$ cat config.mk
export PLATFORM = sky130hd
export DESIGN_NAME = utx_frame_tx
export DESIGN_NICKNAME = d
export VERILOG_FILES = /design/src/rtl/utx_pkg.sv /design/src/rtl/utx_cfg_regs.sv /design/src/rtl/utx_baud_gen.sv /design/src/rtl/utx_frame_build.sv /design/src/rtl/utx_shifter.sv /design/src/rtl/utx_frame_tx.sv
export SDC_FILE = /design/constraint.sdc
export NUM_CORES = 1
export LEC_CHECK = 0
export BUFFER_PORTS_ARGS = -buffer_cell sky130_fd_sc_hd__buf_2
export CAP_MARGIN = 20
export CORE_MARGIN = 4
export CORE_UTILIZATION = 58
export DETAILED_ROUTE_END_ITERATION = 8
export GPL_TIMING_DRIVEN = 0
export PLACE_DENSITY = 0.79
export SLEW_MARGIN = 20
export SYNTH_ARGS = -nofsm -noshare
export SYNTH_HDL_FRONTEND = slang
export SYNTH_SLANG_ARGS = --single-unit
$ cat constraint.sdc
create_clock -name clk -period 2.55 [get_ports clk]
set_clock_uncertainty 0.05 [all_clocks]
set_input_delay 0.3825 -clock clk [delete_from_list [all_inputs] [get_ports clk]]
set_output_delay 0.3825 -clock clk [all_outputs]
set_load 0.005 [all_outputs]
$ cat src/rtl/utx_pkg.sv
package utx_pkg;
  localparam int MAX_DATA = 9;
  localparam int FRAME_W  = 1 + MAX_DATA + 1 + 2;
  localparam int CNT_W    = $clog2(FRAME_W + 1);

  typedef enum logic [1:0] {
    LEN_8      = 2'b00,
    LEN_7      = 2'b01,
    LEN_9      = 2'b10,
    LEN_9_LOOP = 2'b11
  } len_e;

  typedef enum logic [1:0] {
    PAR_ODD   = 2'b00,
    PAR_EVEN  = 2'b01,
    PAR_MARK  = 2'b10,
    PAR_SPACE = 2'b11
  } pmode_e;

  typedef struct packed {
    len_e   len;
    logic   stop2;
    logic   bit9;
    pmode_e pmode;
    logic   pen;
  } frm_cfg_t;
endpackage

$ cat src/rtl/utx_cfg_regs.sv
module utx_cfg_regs
  import utx_pkg::*;
#(
  parameter int DIV_W = 11,
  parameter int LO_W  = 8
) (
  input  logic             clk,
  input  logic             rst_n,
  input  logic             div_lo_we,
  input  logic             div_hi_we,
  input  logic [LO_W-1:0]  div_wdata,
  input  logic             frm_we,
  input  frm_cfg_t         frm_wdata,
  output logic [DIV_W-1:0] div_q,
  output frm_cfg_t         frm_q
);
  localparam int HI_W = DIV_W - LO_W;

  logic [LO_W-1:0] lo_q;
  logic [HI_W-1:0] hi_q;

  always_ff @(posedge clk or negedge rst_n) begin
    if (!rst_n) begin
      lo_q  <= '0;
      hi_q  <= '0;
      frm_q <= '0;
    end else begin
      if (div_lo_we) lo_q <= div_wdata;
      if (div_hi_we) hi_q <= div_wdata[HI_W-1:0];
      if (frm_we)    frm_q <= frm_wdata;
    end
  end

  assign div_q = {hi_q, lo_q};
endmodule

$ cat src/rtl/utx_baud_gen.sv
module utx_baud_gen #(
  parameter int DIV_W = 11,
  parameter int OVS   = 16
) (
  input  logic             clk,
  input  logic             rst_n,
  input  logic             restart,
  input  logic             run,
  input  logic [DIV_W-1:0] div_in,
  output logic             bit_end
);
  localparam int OVS_W = $clog2(OVS);

  logic [DIV_W-1:0] div_q;
  logic [DIV_W-1:0] cnt_div;
  logic [OVS_W-1:0] cnt_ovs;
  logic             os_tick;

  assign os_tick = run && (cnt_div == div_q);
  assign bit_end = os_tick && (cnt_ovs == OVS_W'(OVS - 1));

  always_ff @(posedge clk or negedge rst_n) begin
    if (!rst_n) begin
      div_q   <= '0;
      cnt_div <= '0;
      cnt_ovs <= '0;
    end else if (restart) begin
      div_q   <= div_in;
      cnt_div <= '0;
      cnt_ovs <= '0;
    end else if (run) begin
      if (os_tick) begin
        cnt_div <= '0;
        cnt_ovs <= cnt_ovs + 1'b1;
      end else begin
        cnt_div <= cnt_div + 1'b1;
      end
    end
  end

  p_div_bound_r4: assert property (@(posedge clk) disable iff (!rst_n)
    run |-> (cnt_div <= div_q));

  p_div_hold_r10: assert property (@(posedge clk) disable iff (!rst_n)
    (run && !restart && $past(run)) |-> $stable(div_q));
endmodule

$ cat src/rtl/utx_frame_build.sv
module utx_frame_build
  import utx_pkg::*;
#(
  parameter int DATA_W = 8
) (
  input  frm_cfg_t           cfg,
  input  logic [DATA_W-1:0]  data,
  output logic [FRAME_W-1:0] frame,
  output logic [CNT_W-1:0]   nbits
);
  int   ndata;
  int   pos;
  logic has_par;
  logic par_bit;
  logic [MAX_DATA-1:0] dbits;

  always_comb begin
    case (cfg.len)
      LEN_7:   ndata = 7;
      LEN_9, LEN_9_LOOP: ndata = 9;
      default: ndata = 8;
    endcase

    dbits = {cfg.bit9, data};
    if (ndata == 7) dbits[MAX_DATA-1:7] = '0;

    has_par = cfg.pen && (ndata != 9);
    case (cfg.pmode)
      PAR_ODD:   par_bit = ~(^dbits[7:0]);
      PAR_EVEN:  par_bit = ^dbits[7:0];
      PAR_MARK:  par_bit = 1'b1;
      default:   par_bit = 1'b0;
    endcase

    frame    = '1;
    frame[0] = 1'b0;
    for (int i = 0; i < MAX_DATA; i++) begin
      if (i < ndata) frame[1 + i] = dbits[i];
    end
    pos = 1 + ndata;
    if (has_par) begin
      frame[pos] = par_bit;
      pos = pos + 1;
    end
    nbits = CNT_W'(pos + 1 + int'(cfg.stop2));
  end
endmodule

$ cat src/rtl/utx_shifter.sv
module utx_shifter
  import utx_pkg::*;
(
  input  logic               clk,
  input  logic               rst_n,
  input  logic               start,
  input  logic [FRAME_W-1:0] frame_in,
  input  logic [CNT_W-1:0]   nbits_in,
  input  logic               bit_end,
  output logic               busy,
  output logic               line
);
  logic [FRAME_W-1:0] frame_q;
  logic [CNT_W-1:0]   left_q;
  logic               busy_q;

  always_ff @(posedge clk or negedge rst_n) begin
    if (!rst_n) begin
      frame_q <= '1;
      left_q  <= '0;
      busy_q  <= 1'b0;
    end else if (start) begin
      frame_q <= frame_in;
      left_q  <= nbits_in;
      busy_q  <= 1'b1;
    end else if (busy_q && bit_end) begin
      frame_q <= {1'b1, frame_q[FRAME_W-1:1]};
      left_q  <= left_q - 1'b1;
      if (left_q == CNT_W'(1)) busy_q <= 1'b0;
    end
  end

  assign busy = busy_q;
  assign line = frame_q[0];

  p_accept_busy_r2: assert property (@(posedge clk) disable iff (!rst_n)
    start |=> busy_q);

  p_start_low_r3: assert property (@(posedge clk) disable iff (!rst_n)
    start |=> !line);

  p_stop_high_r8: assert property (@(posedge clk) disable iff (!rst_n)
    $fell(busy_q) |-> $past(line));
endmodule

$ cat src/rtl/utx_frame_tx.sv
module utx_frame_tx
  import utx_pkg::*;
#(
  parameter int DIV_W  = 11,
  parameter int LO_W   = 8,
  parameter int OVS    = 16,
  parameter int DATA_W = 8
) (
  input  logic              clk,
  input  logic              rst_n,
  input  logic              cfg_div_lo_we,
  input  logic              cfg_div_hi_we,
  input  logic [LO_W-1:0]   cfg_div_wdata,
  input  logic              cfg_frm_we,
  input  logic [1:0]        cfg_len,
  input  logic              cfg_stop2,
  input  logic              cfg_bit9,
  input  logic [1:0]        cfg_pmode,
  input  logic              cfg_pen,
  input  logic              in_valid,
  output logic              in_ready,
  input  logic [DATA_W-1:0] in_data,
  output logic              tx_line,
  output logic              busy,
  output logic              loop_en
);
  frm_cfg_t           frm_w;
  frm_cfg_t           frm_q;
  logic [DIV_W-1:0]   div_q;
  logic [FRAME_W-1:0] frame;
  logic [CNT_W-1:0]   nbits;
  logic               start;
  logic               bit_end;

  assign frm_w = '{len: len_e'(cfg_len), stop2: cfg_stop2, bit9: cfg_bit9,
                   pmode: pmode_e'(cfg_pmode), pen: cfg_pen};

  utx_cfg_regs #(.DIV_W(DIV_W), .LO_W(LO_W)) u_regs (
    .clk       (clk),
    .rst_n     (rst_n),
    .div_lo_we (cfg_div_lo_we),
    .div_hi_we (cfg_div_hi_we),
    .div_wdata (cfg_div_wdata),
    .frm_we    (cfg_frm_we),
    .frm_wdata (frm_w),
    .div_q     (div_q),
    .frm_q     (frm_q)
  );

  utx_frame_build #(.DATA_W(DATA_W)) u_build (
    .cfg   (frm_q),
    .data  (in_data),
    .frame (frame),
    .nbits (nbits)
  );

  assign in_ready = !busy;
  assign start    = in_valid && in_ready;

  utx_baud_gen #(.DIV_W(DIV_W), .OVS(OVS)) u_baud (
    .clk     (clk),
    .rst_n   (rst_n),
    .restart (start),
    .run     (busy),
    .div_in  (div_q),
    .bit_end (bit_end)
  );

  utx_shifter u_shift (
    .clk      (clk),
    .rst_n    (rst_n),
    .start    (start),
    .frame_in (frame),
    .nbits_in (nbits),
    .bit_end  (bit_end),
    .busy     (busy),
    .line     (tx_line)
  );

  assign loop_en = (frm_q.len == LEN_9_LOOP);

  p_idle_high_r3: assert property (@(posedge clk) disable iff (!rst_n)
    !busy |-> tx_line);

  p_no_accept_busy_r2: assert property (@(posedge clk) disable iff (!rst_n)
    (busy && in_valid) |=> $stable(u_shift.frame_q) || !$past(busy) || $past(bit_end));
endmodule

==> results of run 1 <==
[layer usage]
layer / routed length [um] / track usage [%] / share of wire, % / vias up
met5: 0 / 0 / 0 / -
met4: 23 / 7.560 / 0.41 / 0
met3: 276 / 6.546 / 4.9 / 5
met2: 2665 / 30.05 / 48 / 39
met1: 2625 / 27.18 / 47 / 1007
li1: - / - / - / 1023
[registers in the layout, summed over array words and instances (netlist names)]
signal and count:
u_regs.frm_q 7, u_regs.hi_q 3, u_regs.lo_q 8, u_baud.cnt_ovs 4, u_baud.cnt_div 11, u_baud.div_q 11
u_shift.busy 1, u_shift.frame_q 13, u_shift.left_q 4
[power breakdown]
part	internal (mW)	switching [mW]
Clock	0.348	0.390
Sequential	1.17	0.184
Combinational	0.271	0.243
Total	1.79	0.817
[cells by family after synthesis]
| group | share of synthesized area, % |
|---|---|
| muxes | 10.45 |
| DFF | 52.60 |
| AOI/OAI and AO/OA | 4.534 |
| xor gates and xnor gates | 8.984 |
| and+or+nand+nor | 18.47 |
| buffers and inverters | 2.435 |
| adders and majority gates | 2.519 |
[worst reg2reg max path, cell delays in order, from the launching register on]
cell	delay (ns)
dfrtp_1	0.45
xnor2_1	0.18
nand4_1	0.18
nor4_4	0.74
buf_6	0.27
nor4b_1	0.26
nor2_1	0.07
[worst max-delay path by stage]
| stage | to | slack (ns) | depth (start not counted) |
|---|---|---|---|
| CTS | u_shift.busy | 0.22 | 6 |
| detailed placement | u_shift.busy | 0.24 | 6 |
| floorplan | u_shift.busy | 0.59 | 6 |
| global placement | u_shift.busy | 0.28 | 6 |
| finish | u_shift.busy | 0.22 | 6 |
| global route | u_shift.busy | 0.1 | 6 |
[cell usage in the layout, fill, tap and decap left out, drive strengths merged, types with 2 or more instances in the layout]
master / n
nand2: 59
dfrtp: 49
buf: 32
xnor2: 22
clkbuf: 19
mux2: 17
nor2: 17
o21ai: 16
dfstp: 13
mux2i: 12
nand3: 7
inv: 6
nand4: 6
xor2: 6
ha: 6
nor3: 4
clkinv: 4
and2: 3
nand2b: 3
nor2b: 3
or3: 3
nand3b: 2
a21oi: 2
clkinvlp: 2
nor4: 2
nor4b: 2
[through the flow]
stage	power (mW)	cell area (um^2)	worst slack, ns	utilization [%]
finish	2.607	3383	0.2249	69.78
global route	2.782	3383	0.09512	69.78
CTS	2.622	3383	0.2211	69.78
detailed placement	1.888	3217	0.2390	66.35
global placement	1.855	3214	0.2848	66.30
floorplan	1.731	2980	0.5935	-
[synth_stat cells (3+ instances only)]
master	instances
dfstp_2	13
nand4_1	6
o21ai_1	5
nand2_1	59
inv_1	6
xor2_1	6
nor2b_1	3
dfrtp_1	49
ha_1	6
nor2_1	17
and2_1	3
nand3_1	7
clkbuf_1	9
mux2i_1	12
nand2b_1	3
o21ai_0	11
xnor2_1	22
nor3_1	4
mux2_2	17
[final cells by class]
class | instances | share of cell area, %
flip-flops and latches | 62 | 46.34
repair buffers | 30 | 4.512
plain buffers | 11 | 1.479
multi-input cells | 201 | 39.61
well taps | 67 | 2.478
clock inverters | 6 | 1.146
clock buffers | 10 | 3.772
inverters | 6 | 0.6657
==> results.yml, run 1 <==
clocking:
  cts_hold_buf: 0
  cts.sinks: 62
  cts_resized: 0
  cts_tree: "yes"
  cts_root_buf: "clkbuf_8"
  cts.htree.levels: 3
  clk_path_buf_depth: 2
  numCtsBuffers: 9
  post_cts_buffers: 0
  path_clk_slew_ns: 0.07
  clock_latency_ns: 0.34
global_route:
  grt_max_degree: 63
  gr-total-overflow: 0
  grt_pass1_wl_mm: 9.646
  grt_antenna_before_repair: 0
  grt_pass1_vias: 2088
  grt.total_usage_pct: 20.08
die:
  core_area_mm2: 0.004848
  start_util_pct: 61.47
  fp-row-count: 25
  fp.dieArea_mm2: 0.006350
  dieHeight_um: 79.69
  die_x_um: 79.69
  ios: 33
drt:
  dr.pass1.iters: 4
  wl_mm: 5.592
  ant_nets: 0
  viasPerCell: 5.277
  wl_per_cell_um: 14.23
  vias: 2074
  drt_iter0_drc: 94
  drt_drc_violations_left: 0
timing:
  fmax_ghz: 0.4301
  hold_viol_final: 0
  slew_headroom_pct: 47.17
  layout_min_cycle_time_ns: 2.325
  rsz0062_at_grt: "no"
  slew_violations: 0
  whs_ns: 0.06206
  finalCritPeriodShare_pct: 91.18
  finalSetupTns_ns: 0
  tightest_slew_ns: 0.7865
  setup_viol: 0
synth:
  ys_types: 38
  synthArstFlopShare_pct: 100.0
  synth_top_area_share_pct: 41.14
  yosys.area.top_type: "dfrtp_1"
  syn_nets: 315
  ys_warn_count: 0
  synth_edf_count: 0
  synth_area_leaders: "dfrtp_1 41%, dfstp_2 11%, nand2_1 7.4%"
  ys_seq_area_share_pct: 52.60
  yosys_most_used_dff: "dfrtp_1"
  synthCells: 280
  ys_seq_elements: 62
  syn_area_per_cell_um2: 10.64
  synthesis.area_mm2: 0.002980
cells_and_area:
  final_cells: 393
  antenna_cells: 0
  regArea_mm2: 0.001568
  multiInputGateArea_mm2: 0.001340
  n_fill_cell: 357
  drive_gt1_share_pct: 25.15
  nets: 356
  syn_to_final_growth_pct: 13.52
placement:
  io_buffers: 30
  hpwl_mm: 3.983
  placed_cells: 377
  gp_congestion: 0.7949
worst_setup_path:
  critical-path-max-stage-delay_ns: 0.74
  critPathSlowestCell: "nor4_4"
  r2r_end: "u_shift.busy"
  critPathBufInv: 1
  startpoint: "u_baud.cnt_div[6]"
  crit_arrival_ns: 2.49
  crit_path_end_kind: "flop"
  rrSetupSlack_ns: 0.22
  crit_type: "flop to flop"
  cp_max_fo: 10
  reg2reg_from: "u_baud.cnt_div[6]"
  r2r_cells: 6
  cp_cell_sequence: "xnor2_1 > nand4_1 > nor4_4 > buf_6 > nor4b_1 > nor2_1"
  crit_family: "simple AND/OR/NAND/NOR gates"
  crit_required_ns: 2.71
  critPathLaunchType: "flop"
flow_run:
  cap_violations: 0
power_and_ir_drop:
  powerDensity_mw_per_mm2: 770.4
  peakVddDrop_mv: 0.4493
  leakagePower_nw: 1.482
min_path:
  min_path_type: "input pin to asynchronous set/reset pin"
status:
  outcome: "finished, final reports clean"
Power figures use the tool's default switching activity.
==> inputs of run 2 (changes only) <==
--- a/config.mk
+++ b/config.mk
@@ -7,11 +7,13 @@
 export LEC_CHECK = 0
 export BUFFER_PORTS_ARGS = -buffer_cell sky130_fd_sc_hd__buf_2
 export CAP_MARGIN = 20
+export CELL_PAD_IN_SITES_DETAIL_PLACEMENT = 0
+export CELL_PAD_IN_SITES_GLOBAL_PLACEMENT = 2
 export CORE_MARGIN = 4
-export CORE_UTILIZATION = 58
+export CORE_UTILIZATION = 38
 export DETAILED_ROUTE_END_ITERATION = 8
 export GPL_TIMING_DRIVEN = 0
-export PLACE_DENSITY = 0.79
+export PLACE_DENSITY_LB_ADDON = 0.1
 export SLEW_MARGIN = 20
 export SYNTH_ARGS = -nofsm -noshare
 export SYNTH_HDL_FRONTEND = slang
==> results.yml, run 2 (synthesized netlist as in run 1, its figures left out) <==
timing:
  slew_violations: 0
  hold_viol_final: 0
  layout_min_cycle_time_ns: 2.190
  setup_viol: 0
  tightest_slew_ns: 0.5676
  fmax_ghz: 0.4565
  slew_headroom_pct: 62.16
  setup_slack_ns: 0.3595
  finalSetupTns_ns: 0
  finalCritPeriodShare_pct: 85.90
  rsz0062_at_grt: "no"
flow_run:
  cap_violations: 0
worst_setup_path:
  crit_path_end_kind: "flop"
  critPathBufInv: 0
  crit_type: "flop to flop"
  critPathLaunchType: "flop"
  critPathSlowestCell: "or3_2"
  critical-path-max-stage-delay_ns: 0.56
  cp_max_fo: 9
  crit_required_ns: 2.73
  cp_cell_sequence: "xnor2_1 > nand4_1 > or3_2 > nand2_1 > o21ai_0 > a21o_1"
  crit_arrival_ns: 2.37
  crit_family: "simple AND/OR/NAND/NOR gates"
global_route:
  grt_pass1_vias: 1992
  gr-total-overflow: 0
  globalRouteMet1Util_pct: 21.94
  grt.total_usage_pct: 14.89
  grt_pass1_wl_mm: 10.18
  grt_max_degree: 42
  use_met2_pct: 19.94
  busiest_layer: "met1"
  gr-usage-met3_pct: 5.345
  grt_antenna_before_repair: 0
clocking:
  path_clk_slew_ns: 0.07
  clock_latency_ns: 0.34
  cts_root_buf: "clkbuf_8"
  cts_resized: 0
  cts_tree: "yes"
  cts.sinks: 62
  cts.htree.levels: 3
  clk_path_buf_depth: 2
  numCtsBuffers: 9
die:
  fp-row-count: 32
  dieHeight_um: 96.56
  die_x_um: 96.56
  start_util_pct: 38.77
  fp.dieArea_mm2: 0.009324
  ios: 33
  core_area_mm2: 0.007687
power_and_ir_drop:
  peakVddDrop_mv: 0.4016
  powerDensity_mw_per_mm2: 779.0
  leakagePower_nw: 1.524
cells_and_area:
  antenna_cells: 0
  regArea_mm2: 0.001568
  syn_to_final_growth_pct: 17.88
  nets: 360
  n_fill_cell: 790
  final_cell_mix: "59 x nand2_1, 49 x dfrtp_1, 30 x buf_2"
  multiInputGateArea_mm2: 0.001340
  drive_gt1_share_pct: 25.76
  regMostFlops: "u_shift.frame_q"
  reg_top3: "u_shift.frame_q x13, u_baud.cnt_div x11, u_baud.div_q x11"
  mostFrequentLayoutCell: "nand2_1"
  largest_reg_flops: 13
placement:
  io_buffers: 30
  pre_cts_slack_ns: 0.1763
  gp_congestion: 0.7315
  hpwl_mm: 4.275
drt:
  viasPerCell: 4.755
  wl_per_cell_um: 13.79
  ant_nets: 0
  drt_drc_violations_left: 0
  vias: 2054
  dr.pass1.iters: 4
  drt_iter0_drc: 52
  wl_mm: 5.956
min_path:
  min_path_type: "input pin to flop"
status:
  outcome: "finished, final reports clean"
## run 2: layout make-up
class                   instances  area share, %
plain buffers                  11          1.425
repair buffers                 34          5.840
multi-input cells             201          38.14
clock inverters                 6          2.066
inverters                       6         0.6410
flip-flops and latches         62          44.62
well taps                     102          3.632
clock buffers                  10          3.632
## run 2: final timing paths
check	from	to	slack [ns]	cells past startpoint
hold reg to reg	u_regs.lo_q[5]	u_baud.div_q[5]	0.42	2
setup reg to reg	u_baud.cnt_div[6]	u_baud.cnt_ovs[2]	0.36	6
hold / removal	in_data[3]	u_shift.frame_q[4]	0.20	3
setup / recovery	u_baud.cnt_div[6]	u_baud.cnt_ovs[2]	0.36	6
min in group asynchronous	rst_n	u_shift.left_q[3]	0.43	2
max in group asynchronous	rst_n	u_shift.frame_q[10]	1.46	3
## run 2: worst register-to-register path, cell delays in order, from the launching register on
cell	delay (ns)
dfrtp_1	0.46
xnor2_1	0.18
nand4_1	0.17
or3_2	0.56
nand2_1	0.32
o21ai_0	0.15
a21o_1	0.20
## run 2: metal layers
layer / vias to the layer above / routed length, um
li1: 1042 / -
met1: 980 / 3181
met2: 28 / 2506
met3: 4 / 218
met4: 0 / 50
met5: - / 0
## run 2: timing repair
action,4_1_cts,5_1_grt
buffers inserted,0,2
hold buffers,1,0
setup endpoints to repair,0,1
endpoints found under the hold margin,13,0
## run 2: power by group
group	leakage (nW)	internal, mW	switching, mW
clock network	0.0966	0.458	0.404
registers	0.742	1.17	0.191
logic	0.686	0.277	0.238
## run 2: metrics by stage
stage,cells,instance area (um^2),hold WS (ns),util (%),power [mW]
floorplan,280,2980,0.03691,-,1.731
global placement,412,3258,0.3967,42.38,1.882
detailed placement,413,3288,0.2516,42.77,1.898
CTS,430,3498,0.1779,45.51,2.792
global route,432,3513,0.1833,45.70,2.938
finish,432,3513,0.1976,45.70,2.737
